`src/rtl/gpio_port_pkg.sv`:
```
// Package: gpio_port_pkg
// Holds the register addresses that the read path and the write decode share.
// Assumes a 3-bit address bus. Addresses 6 and 7 are unused.
package gpio_port_pkg;
    localparam logic [2:0] ADDR_LEVEL = 3'd0;
    localparam logic [2:0] ADDR_DATA  = 3'd1;
    localparam logic [2:0] ADDR_POL   = 3'd2;
    localparam logic [2:0] ADDR_DIR   = 3'd3;
    localparam logic [2:0] ADDR_STYLE = 3'd4;
    localparam logic [2:0] ADDR_SNAP  = 3'd5;
endpackage

```
`src/rtl/gpio_pin_sync.sv`:
```
// Module: gpio_pin_sync
// Two-flop synchronizer for the pad inputs.
// Assumes the flops have no reset, so that they keep sampling while reset is
// held. The reset snapshot depends on that. Outputs are valid two edges after
// time zero.
module gpio_pin_sync #(
    parameter int unsigned WIDTH = 7
) (
    input  logic             clk,
    input  logic [WIDTH-1:0] async_in,
    output logic [WIDTH-1:0] sync_out
);
    logic [WIDTH-1:0] stage1_q;
    logic [WIDTH-1:0] stage2_q;

    // Shift the raw levels through two flops.
    always_ff @(posedge clk) begin
        stage1_q <= async_in;
        stage2_q <= stage1_q;
    end

    assign sync_out = stage2_q;
endmodule

```
`src/rtl/gpio_out_bit.sv`:
```
// Module: gpio_out_bit
// One output data bit with its pulse timer.
// A write loads the bit. If the bit is written as 1 while the style bit is set,
// a counter is armed. The bit then clears after PULSE_LEN clocks.
// Assumes PULSE_LEN >= 1. The reset is synchronous and active low.
module gpio_out_bit #(
    parameter int unsigned PULSE_LEN = 4
) (
    input  logic clk,
    input  logic rst_n,
    input  logic wr_hit,
    input  logic wr_bit,
    input  logic style_pulse,
    output logic data_q
);
    localparam int unsigned CNT_W = $clog2(PULSE_LEN + 1);
    localparam logic [CNT_W-1:0] CNT_LOAD = CNT_W'(PULSE_LEN);
    localparam logic [CNT_W-1:0] CNT_LAST = CNT_W'(1);

    logic [CNT_W-1:0] cnt_q;

    // Load on a write, otherwise count down and clear the bit at the last count.
    always_ff @(posedge clk) begin
        if (!rst_n) begin
            data_q <= 1'b0;
            cnt_q  <= '0;
        end else if (wr_hit) begin
            data_q <= wr_bit;
            cnt_q  <= (wr_bit && style_pulse) ? CNT_LOAD : '0;
        end else if (cnt_q != '0) begin
            cnt_q <= cnt_q - CNT_LAST;
            if (cnt_q == CNT_LAST) begin
                data_q <= 1'b0;
            end
        end
    end

    // A running pulse timer always holds the data bit high.
    p_timer_holds_bit_r6: assert property (@(posedge clk) disable iff (!rst_n)
        (cnt_q != '0) |-> data_q);

    // The last count clears the bit unless a write intervenes.
    p_timer_ends_pulse_r6: assert property (@(posedge clk) disable iff (!rst_n)
        (!wr_hit && cnt_q == CNT_LAST) |=> !data_q);

    // With no write and no running pulse, the bit holds its value.
    p_level_holds_r5: assert property (@(posedge clk) disable iff (!rst_n)
        (!wr_hit && cnt_q == '0) |=> $stable(data_q));
endmodule

```
`src/rtl/gpio_cfg_regs.sv`:
```
// Module: gpio_cfg_regs
// Holds the polarity, direction and style registers and the reset snapshot,
// and drives the read mux.
// Assumes BUS_W > PIN_W. The upper bus bits are unused: they read as 0 and
// writes to them are dropped. The reset is synchronous and active low.
module gpio_cfg_regs
    import gpio_port_pkg::*;
#(
    parameter int unsigned         PIN_W    = 7,
    parameter int unsigned         BUS_W    = 8,
    parameter logic [PIN_W-1:0]    POL_INIT = 7'h70,
    parameter logic [PIN_W-1:0]    DIR_INIT = 7'h7F
) (
    input  logic             clk,
    input  logic             rst_n,
    input  logic             snap_en,
    input  logic [2:0]       bus_addr,
    input  logic             bus_wr,
    input  logic [BUS_W-1:0] bus_wdata,
    input  logic [PIN_W-1:0] pin_sync,
    input  logic [PIN_W-1:0] data_bits,
    output logic [PIN_W-1:0] pol_q,
    output logic [PIN_W-1:0] dir_q,
    output logic [PIN_W-1:0] style_q,
    output logic [PIN_W-1:0] snap_q,
    output logic [BUS_W-1:0] bus_rdata
);
    localparam int unsigned PAD_W = BUS_W - PIN_W;

    logic [PIN_W-1:0] rd_bits;

    // Load the configuration registers from the bus.
    always_ff @(posedge clk) begin
        if (!rst_n) begin
            pol_q   <= POL_INIT;
            dir_q   <= DIR_INIT;
            style_q <= '0;
        end else if (bus_wr) begin
            case (bus_addr)
                ADDR_POL:   pol_q   <= bus_wdata[PIN_W-1:0];
                ADDR_DIR:   dir_q   <= bus_wdata[PIN_W-1:0];
                ADDR_STYLE: style_q <= bus_wdata[PIN_W-1:0];
                default:    ;
            endcase
        end
    end

    // Capture the synchronized pin levels while reset is held, and hold them otherwise.
    always_ff @(posedge clk) begin
        if (!rst_n) begin
            snap_q <= snap_en ? pin_sync : '0;
        end
    end

    // Select the register that bus_addr names.
    always_comb begin
        case (bus_addr)
            ADDR_LEVEL: rd_bits = pin_sync ^ pol_q;
            ADDR_DATA:  rd_bits = data_bits;
            ADDR_POL:   rd_bits = pol_q;
            ADDR_DIR:   rd_bits = dir_q;
            ADDR_STYLE: rd_bits = style_q;
            ADDR_SNAP:  rd_bits = snap_q;
            default:    rd_bits = '0;
        endcase
    end

    assign bus_rdata = {{PAD_W{1'b0}}, rd_bits};

    // Outside reset the snapshot does not move.
    p_snap_frozen_r7: assert property (@(posedge clk) disable iff (!rst_n)
        rst_n |=> $stable(snap_q));

    // The upper bus bits read as 0.
    p_upper_bits_zero_r9: assert property (@(posedge clk) disable iff (!rst_n)
        bus_rdata[BUS_W-1:PIN_W] == '0);

    // Unused addresses read as 0.
    p_unused_addr_zero_r9: assert property (@(posedge clk) disable iff (!rst_n)
        (bus_addr > ADDR_SNAP) |-> (bus_rdata == '0));
endmodule

```
`src/rtl/gpio_port_regs.sv`:
```
// Module: gpio_port_regs
// Top of the GPIO port register bank. It ties together the synchronizer, the
// configuration registers and one output bit with pulse timer per pin, and
// drives the pad controls.
// Assumes a single clock, a synchronous active-low reset, and ADDR_BITS <= PIN_W.
module gpio_port_regs
    import gpio_port_pkg::*;
#(
    parameter int unsigned      PIN_W     = 7,
    parameter int unsigned      BUS_W     = 8,
    parameter int unsigned      ADDR_BITS = 3,
    parameter int unsigned      PULSE_LEN = 4,
    parameter logic [PIN_W-1:0] POL_INIT  = 7'h70,
    parameter logic [PIN_W-1:0] DIR_INIT  = 7'h7F
) (
    input  logic                 clk,
    input  logic                 rst_n,
    input  logic                 snap_en,
    input  logic [2:0]           bus_addr,
    input  logic                 bus_wr,
    input  logic [BUS_W-1:0]     bus_wdata,
    output logic [BUS_W-1:0]     bus_rdata,
    input  logic [PIN_W-1:0]     pin_in,
    output logic [PIN_W-1:0]     pin_oe,
    output logic [PIN_W-1:0]     pin_out,
    output logic [ADDR_BITS-1:0] dev_addr
);
    logic [PIN_W-1:0] pin_sync;
    logic [PIN_W-1:0] data_bits;
    logic [PIN_W-1:0] pol_q;
    logic [PIN_W-1:0] dir_q;
    logic [PIN_W-1:0] style_q;
    logic [PIN_W-1:0] snap_q;
    logic             data_wr;

    gpio_pin_sync #(.WIDTH(PIN_W)) u_sync (
        .clk      (clk),
        .async_in (pin_in),
        .sync_out (pin_sync)
    );

    gpio_cfg_regs #(
        .PIN_W    (PIN_W),
        .BUS_W    (BUS_W),
        .POL_INIT (POL_INIT),
        .DIR_INIT (DIR_INIT)
    ) u_cfg (
        .clk       (clk),
        .rst_n     (rst_n),
        .snap_en   (snap_en),
        .bus_addr  (bus_addr),
        .bus_wr    (bus_wr),
        .bus_wdata (bus_wdata),
        .pin_sync  (pin_sync),
        .data_bits (data_bits),
        .pol_q     (pol_q),
        .dir_q     (dir_q),
        .style_q   (style_q),
        .snap_q    (snap_q),
        .bus_rdata (bus_rdata)
    );

    assign data_wr = bus_wr && (bus_addr == ADDR_DATA);

    // One output bit and one pulse timer per pin.
    for (genvar gi = 0; gi < PIN_W; gi++) begin : g_out
        gpio_out_bit #(.PULSE_LEN(PULSE_LEN)) u_bit (
            .clk         (clk),
            .rst_n       (rst_n),
            .wr_hit      (data_wr),
            .wr_bit      (bus_wdata[gi]),
            .style_pulse (style_q[gi]),
            .data_q      (data_bits[gi])
        );
    end

    assign pin_oe   = ~dir_q;
    assign pin_out  = data_bits ^ pol_q;
    assign dev_addr = snap_q[ADDR_BITS-1:0];

    // A direction write sets the pad enables from the next cycle on.
    p_dir_drives_oe_r2: assert property (@(posedge clk) disable iff (!rst_n)
        (bus_wr && bus_addr == ADDR_DIR) |=> (pin_oe == ~$past(bus_wdata[PIN_W-1:0])));
endmodule

```
`config.mk`:
```
export PLATFORM = sky130hd
export DESIGN_NAME = gpio_port_regs
export DESIGN_NICKNAME = d
export VERILOG_FILES = /design/src/rtl/gpio_port_pkg.sv /design/src/rtl/gpio_pin_sync.sv /design/src/rtl/gpio_out_bit.sv /design/src/rtl/gpio_cfg_regs.sv /design/src/rtl/gpio_port_regs.sv
export SDC_FILE = /design/constraint.sdc
export NUM_CORES = 1
export LEC_CHECK = 0
export ABC_CLOCK_PERIOD_IN_PS = 1250
export BUFFER_PORTS_ARGS = -buffer_cell sky130_fd_sc_hd__clkbuf_2
export CAP_MARGIN = 20
export CORE_MARGIN = 2
export CORE_UTILIZATION = 51
export DETAILED_ROUTE_END_ITERATION = 10
export GPL_TIMING_DRIVEN = 0
export MAX_ROUTING_LAYER = met4
export PLACE_DENSITY = 0.75
export SYNTH_ARGS = -nofsm -noshare
export SYNTH_HDL_FRONTEND = slang
export SYNTH_SLANG_ARGS = --single-unit
```
`constraint.sdc`:
```
create_clock -name clk -period 1.25 [get_ports clk]
set_input_delay 0.125 -clock clk [delete_from_list [all_inputs] [get_ports clk]]
set_output_delay 0.125 -clock clk [all_outputs]
set_load 0.03 [all_outputs]
```
==> flow_summary.yaml, run 1 <==
worst_setup_path:
  cp.required_ps: 1120
  critPathKind: "flop to output pin"
  reg2regPathDepth: 5
  r2r-start: "g_out[1].u_bit.cnt_q[0]"
  crit_arrival_ps: 1630
  crit_path_end_kind: "output pin"
  critPathLaunch: "u_cfg.pol_q[0]"
  r2r_end: "g_out[1].u_bit.cnt_q[2]"
  r2r_slack_ps: 90
  crit_path_end: "bus_rdata[0]"
  path_max_fanout: 2
  crit_path_start_kind: "flop"
grt:
  grt_pass1_vias: 2725
  grt_antenna_before_repair: 0
  grt_pass1_wl_um: 12200
  grt_overflow: 0
  grt_use_total_pct: 22.3
  grt_max_degree: 17
sta:
  fmax_ghz: 0.570
  setup_ws_ps: -504
  holdWs_ps: 52.2
  setup-violations-final: 8
  rsz0062_at_grt: "true"
  slew_headroom_pct: 38.2
  slew_viol_final: 0
  fin_crit_ps: 1750
  tns_ps: -2220
  fin_crit_sh_pct: 140
  skew_ps: 6.31
  hold_violations: 0
  worst_pin_slew_ps: 926
power:
  p_seq_share_pct: 41.9
  power_frac_comb_pct: 33.1
  p_leak_nw: 1.82
  powerDensity_mw_per_mm2: 1600
  swShare_pct: 33.2
  p_int_w: 0.00455
  vdd_drop_max_uv: 1300
  p_sw_w: 0.00226
  clkPwrFrac_pct: 25.0
synth:
  synth-async-reset-ratio_pct: 0
  synth-edff-count: 7
  yosys_warnings: 0
  synth_area_mm2: 0.00333
  synth.avg_cell_area_um2: 9.54
  dominantRegCellSynth: "dfxtp_1"
  syn_nets: 392
  netlist_instances: 349
  ys_seq_area_share_pct: 44.2
  synthDistinctLibCells: 48
  ys_ff_latch: 70
die:
  io_pins: 47
  die_w_um: 84.8
  die_area_mm2: 0.00719
  num_rows: 29
  die_h_um: 84.8
  start_util_pct: 52.4
  core-area_mm2: 0.00635
finish:
  ff_latch_area_mm2: 0.00151
  fillers: 469
  drive_gt1_share_pct: 34.9
  multi_input_area_mm2: 0.00182
  area.growth.synth_to_final_pct: 27.7
  diodes: 0
  final_nets: 456
  final_area_mm2: 0.00425
clock_tree:
  cts_buffer_depth: 2
  clk_pin_slew_ps: 70
  clock-root-buffer: "clkbuf_8"
  cts_made_buffers: 9
  cts_tree: "built"
  cts_max_level: 3
  clk_latency_ps: 350
  cts_num_sinks: 70
min_path:
  hold_class: "primary input to flop"
routing:
  wl_per_cell_um: 15.3
  final_antenna_net_count: 0
  drtPass1Iterations: 4
  viasPerCell: 5.36
  drcViolationCount: 0
  drt-total-wl_um: 7560
  drt_iter0_drc: 127
  vias: 2651
placed_design:
  hpwl_um: 5280
  placed_cell_area_mm2: 0.00368
  gp_congestion: 0.884
  portBuffers: 44
  pre_cts_slack_ps: -259
run_status:
  violations: "setup timing"
  status: "finished, violations left"
job:
  drv_cap: 0
[logic make-up after synthesis]
family / Yosys count / share of synthesized area [%]
buf+inv: 45 / 6.65
flops: 70 / 44.2
mux: 29 / 9.51
xor+xnor: 19 / 5.00
fa+ha+maj: 21 / 7.89
compound gates: 54 / 10.8
simple gates: 110 / 15.9
other cells: 1 / 0.113
[cells in the final DEF, fill, tap and decap left out, types with 3 or more instances in the layout]
cell	count
dfxtp_1	41
nor2_1	32
nand2_1	31
clkbuf_2	27
inv_1	23
ha_1	20
a21oi_1	18
buf_4	17
mux2i_1	17
clkbuf_8	17
dfxtp_2	16
nand3_1	13
and2_1	8
nand2b_1	8
xnor2_1	8
mux2_2	8
o211ai_1	7
dlygate4sd3_1	7
edfxtp_1	7
buf_6	6
xor2_1	6
dfxtp_4	6
buf_2	4
clkbuf_1	4
a211oi_1	4
mux2_4	3
xnor2_2	3
o21ai_1	3
nor2b_4	3
nor2_2	3
a211oi_2	3
[cell usage after synthesis, types with 2 or more instances]
master | count | area (um2)
a211oi_1 | 7 | 52.6
a21oi_1 | 19 | 95.1
a22oi_1 | 2 | 15.0
a2bb2oi_1 | 2 | 17.5
and2_1 | 8 | 50.1
and2_4 | 2 | 17.5
and3b_1 | 2 | 17.5
buf_2 | 6 | 30.0
buf_4 | 8 | 60.1
buf_6 | 2 | 22.5
clkbuf_1 | 3 | 11.3
dfxtp_1 | 63 | 1260
edfxtp_1 | 7 | 210
ha_1 | 21 | 263
inv_1 | 24 | 90.1
mux2_2 | 11 | 124
mux2i_1 | 17 | 170
nand2_1 | 31 | 116
nand2_2 | 2 | 12.5
nand2b_1 | 8 | 50.1
nand3_1 | 13 | 65.1
nor2_1 | 35 | 131
nor2b_1 | 4 | 25.0
o211ai_1 | 7 | 52.6
o21ai_0 | 3 | 15.0
o22ai_1 | 2 | 12.5
o311ai_0 | 2 | 17.5
xnor2_1 | 11 | 96.3
xor2_1 | 8 | 70.1
[layout make-up]
cell class | instances | share of cell area, %
flip-flops and latches | 70 | 35.6
inverters | 26 | 2.30
clock buffers | 12 | 3.65
clock inverters | 4 | 0.677
well taps | 77 | 2.27
plain buffers | 17 | 2.68
multi-input cells | 234 | 42.9
repair buffers | 55 | 9.95
[per-stage QoR]
step,util [%],instances,total power [W]
floorplan,-,349,0.00452
global placement,58.0,470,0.00484
detailed placement,58.0,470,0.00494
CTS,65.1,496,0.00674
global route,67.0,495,0.00731
finish,67.0,495,0.00681
[routing by layer]
layer | vias to the layer above | global-route usage [%] | share of wire (%)
met5 | - | - | 0
met4 | 0 | 9.38 | 2.5
met3 | 18 | 6.78 | 6.4
met2 | 79 | 36.2 | 49
met1 | 1259 | 25.5 | 42
li1 | 1295 | - | -
[timing repair]
action,4_1_cts,5_1_grt
hold endpoints to repair,7,0
hold buffers,7,0
buffers inserted,3,2
pin swaps,13,4
gates resized for setup,55,47
endpoints found under the setup margin,13,29
[sequential cells by signal (all words and copies together), names as in the netlist]
register            cells
u_cfg.style_q           7
u_sync.stage1_q         7
u_cfg.pol_q             7
u_cfg.dir_q             7
u_sync.sync_out         7
g_out.u_bit.cnt_q      21
u_cfg.snap_q            7
g_out.u_bit.data_q      7
[how the worst min path moves through the flow]
stage,to,start,depth (start not counted),slack [ps]
2_1_floorplan,u_sync.stage1_q[0],pin_in[0],0,150
3_3_place_gp,u_sync.stage1_q[3],pin_in[3],1,230
3_5_place_dp,u_sync.stage1_q[5],pin_in[5],1,230
4_1_cts,g_out[2].u_bit.data_q,bus_wdata[2],3,40
5_1_grt,g_out[2].u_bit.data_q,bus_wdata[2],3,60
6_report,g_out[2].u_bit.data_q,bus_wdata[2],3,50
[power by group through the flow]
stage | clock network [W] | registers [W] | logic, W
final | 0.00170 | 0.00285 | 0.00225
after global routing | 0.00185 | 0.00289 | 0.00257
after CTS | 0.00174 | 0.00283 | 0.00216
after detailed placement | 0 | 0.00289 | 0.00206
after global placement | 0 | 0.00287 | 0.00197
after floorplan | 0 | 0.00283 | 0.00169
[critical path, stage by stage, from the launching register on]
cell and delay (ps):
dfxtp_4 350, xor2_1 130, mux4_2 450, o21a_4 210, buf_8 130
No activity file was read; power rests on OpenSTA's default activity.
==> run 2: changes to the inputs <==
Settings changed: CORE_UTILIZATION 51 to 53, CTS_BUF_LIST set to sky130_fd_sc_hd__clkbuf_2 sky130_fd_sc_hd__clkbuf_4 sky130_fd_sc_hd__clkbuf_8, PLACE_DENSITY 0.75 to 0.78.
==> flow_summary.yaml, run 2 (same netlist as run 1, synthesis figures left out) <==
placed_design:
  hpwl_um: 5340
  pre_cts_slack_ps: -257
  dp_cells: 468
  gp_congestion: 0.873
  portBuffers: 44
clock_tree:
  clock-root-buffer: "clkbuf_8"
  cts_num_sinks: 70
  cts_max_level: 3
  cts_buffer_depth: 2
  clk_pin_slew_ps: 80
  cts_made_buffers: 9
  clk_latency_ps: 360
  cts_tree: "built"
die:
  die_h_um: 83.3
  start_util_pct: 55.6
  die_area_mm2: 0.00693
  core-area_mm2: 0.00599
  num_rows: 28
  die_w_um: 83.3
  io_pins: 47
power:
  total_power_w: 0.00695
  powerDensity_mw_per_mm2: 1630
  vdd_drop_max_uv: 1580
  p_leak_nw: 1.83
finish:
  final_cell_mix: "39 x dfxtp_1, 32 x nor2_1, 31 x nand2_1, 29 x clkbuf_2"
  final_nets: 459
  diodes: 0
  largest_reg_flops: 21
  top_register: "g_out.u_bit.cnt_q"
  fillers: 417
  ff_latch_area_mm2: 0.00151
  post-route-util_pct: 71.1
  multi_input_area_mm2: 0.00180
  drive_gt1_share_pct: 36.1
  layout_commonest_cell: "dfxtp_1"
  area.growth.synth_to_final_pct: 28.0
  fin_cells: 496
sta:
  fmax_ghz: 0.564
  setup_ws_ps: -522
  rsz0062_at_grt: "true"
  skew_ps: 8.79
  hold_violations: 0
  fin_crit_sh_pct: 142
  holdWs_ps: 53.5
  fin_crit_ps: 1770
  slew_viol_final: 0
  setup-violations-final: 9
  worst_pin_slew_ps: 888
  slew_headroom_pct: 40.8
worst_setup_path:
  crit_path_end_kind: "output pin"
  cp_slowest_cell: "mux4_2"
  path_max_fanout: 2
  crit_chain: "xor2_1 > mux4_2 > o21a_4 > buf_8"
  slowest_delay_ps: 450
  cp.required_ps: 1120
  critPathKind: "flop to output pin"
  crit_path_start_kind: "flop"
  crit_arrival_ps: 1650
grt:
  grt_use_total_pct: 23.4
  grt_pass1_vias: 2659
  grt_pass1_wl_um: 12500
  grt_antenna_before_repair: 0
  grt_overflow: 0
  grt_max_degree: 17
run_status:
  status: "finished, violations left"
  violations: "setup timing"
min_path:
  hold_class: "primary input to flop"
routing:
  drtPass1Iterations: 4
  drt_iter0_drc: 101
  drcViolationCount: 0
  drt-total-wl_um: 7760
  wl_per_cell_um: 15.6
  final_antenna_net_count: 0
  vias: 2686
  viasPerCell: 5.42
job:
  drv_cap: 0
[run 2: changes by cell type in the layout (fill, tap and decap cells not counted), sizes merged]
cell / delta
bufinv: +1
clkinv: +4
inv: -2
clkbuf: +1
buf: -1
[run 2: cell type report]
cell class,instances,area share (%)
Multi-Input combinational cell,234,42.2
Sequential cell,70,35.4
Timing Repair Buffer,56,10.2
Buffer,19,3.11
Clock buffer,9,2.91
Inverter,26,2.29
Tap cell,75,2.20
Clock inverter,7,1.73
[run 2: routing by layer]
metal | vias up | part of all wire (%) | track usage, %
met4 | 0 | 1.9 | 6.41
met1 | 1299 | 42 | 28.1
met5 | - | 0 | -
li1 | 1293 | - | -
met3 | 15 | 5.7 | 7.26
met2 | 79 | 50 | 38.1
[run 2: where the power goes]
part	total, W	internal, W	switching (W)	leakage [nW]
clock	0.00183	0.000927	0.000906	0.0996
sequential	0.00287	0.00263	0.000241	0.598
combinational	0.00225	0.00108	0.00117	1.14
total	0.00695	0.00463	0.00232	1.83
[run 2: path summary, 6_finish.rpt]
check,startpoint,to,slack (ps),cells after the start
worst max-delay path,u_cfg.pol_q[0],bus_rdata[0],-520,4
worst min-delay path,bus_wdata[5],g_out[5].u_bit.data_q,50,3
worst max register to register,g_out[0].u_bit.cnt_q[1],g_out[0].u_bit.cnt_q[2],70,6
worst min register to register,u_sync.stage1_q[6],u_sync.sync_out[6],330,0
[run 2: critical path, delay by kind of cell (launching register included)]
family	cells	cell delay, ps
muxes	1	450
buffers and inverters	1	130
xor gates and xnor gates	1	130
AOI/OAI and AO/OA	1	210
DFF	1	360
[run 2: timing repair]
action / in CTS / in global routing
endpoints found under the setup margin: 15 / 29
pin swaps: 11 / 7
endpoints found under the hold margin: 7 / 0
buffers inserted: 4 / 2
hold buffers: 7 / 0
gates resized for setup: 58 / 40
gates cloned: 0 / 0
[run 2: per-stage QoR]
| stage | area, um2 | setup TNS, ps |
|---|---|---|
| 2_1_floorplan | 3370 | -73.3 |
| 5_1_grt | 4260 | -3190 |
| 6_report | 4260 | -2610 |
| 3_3_place_gp | 3680 | -3500 |
| 3_5_place_dp | 3680 | -3800 |
| 4_1_cts | 4170 | -2570 |
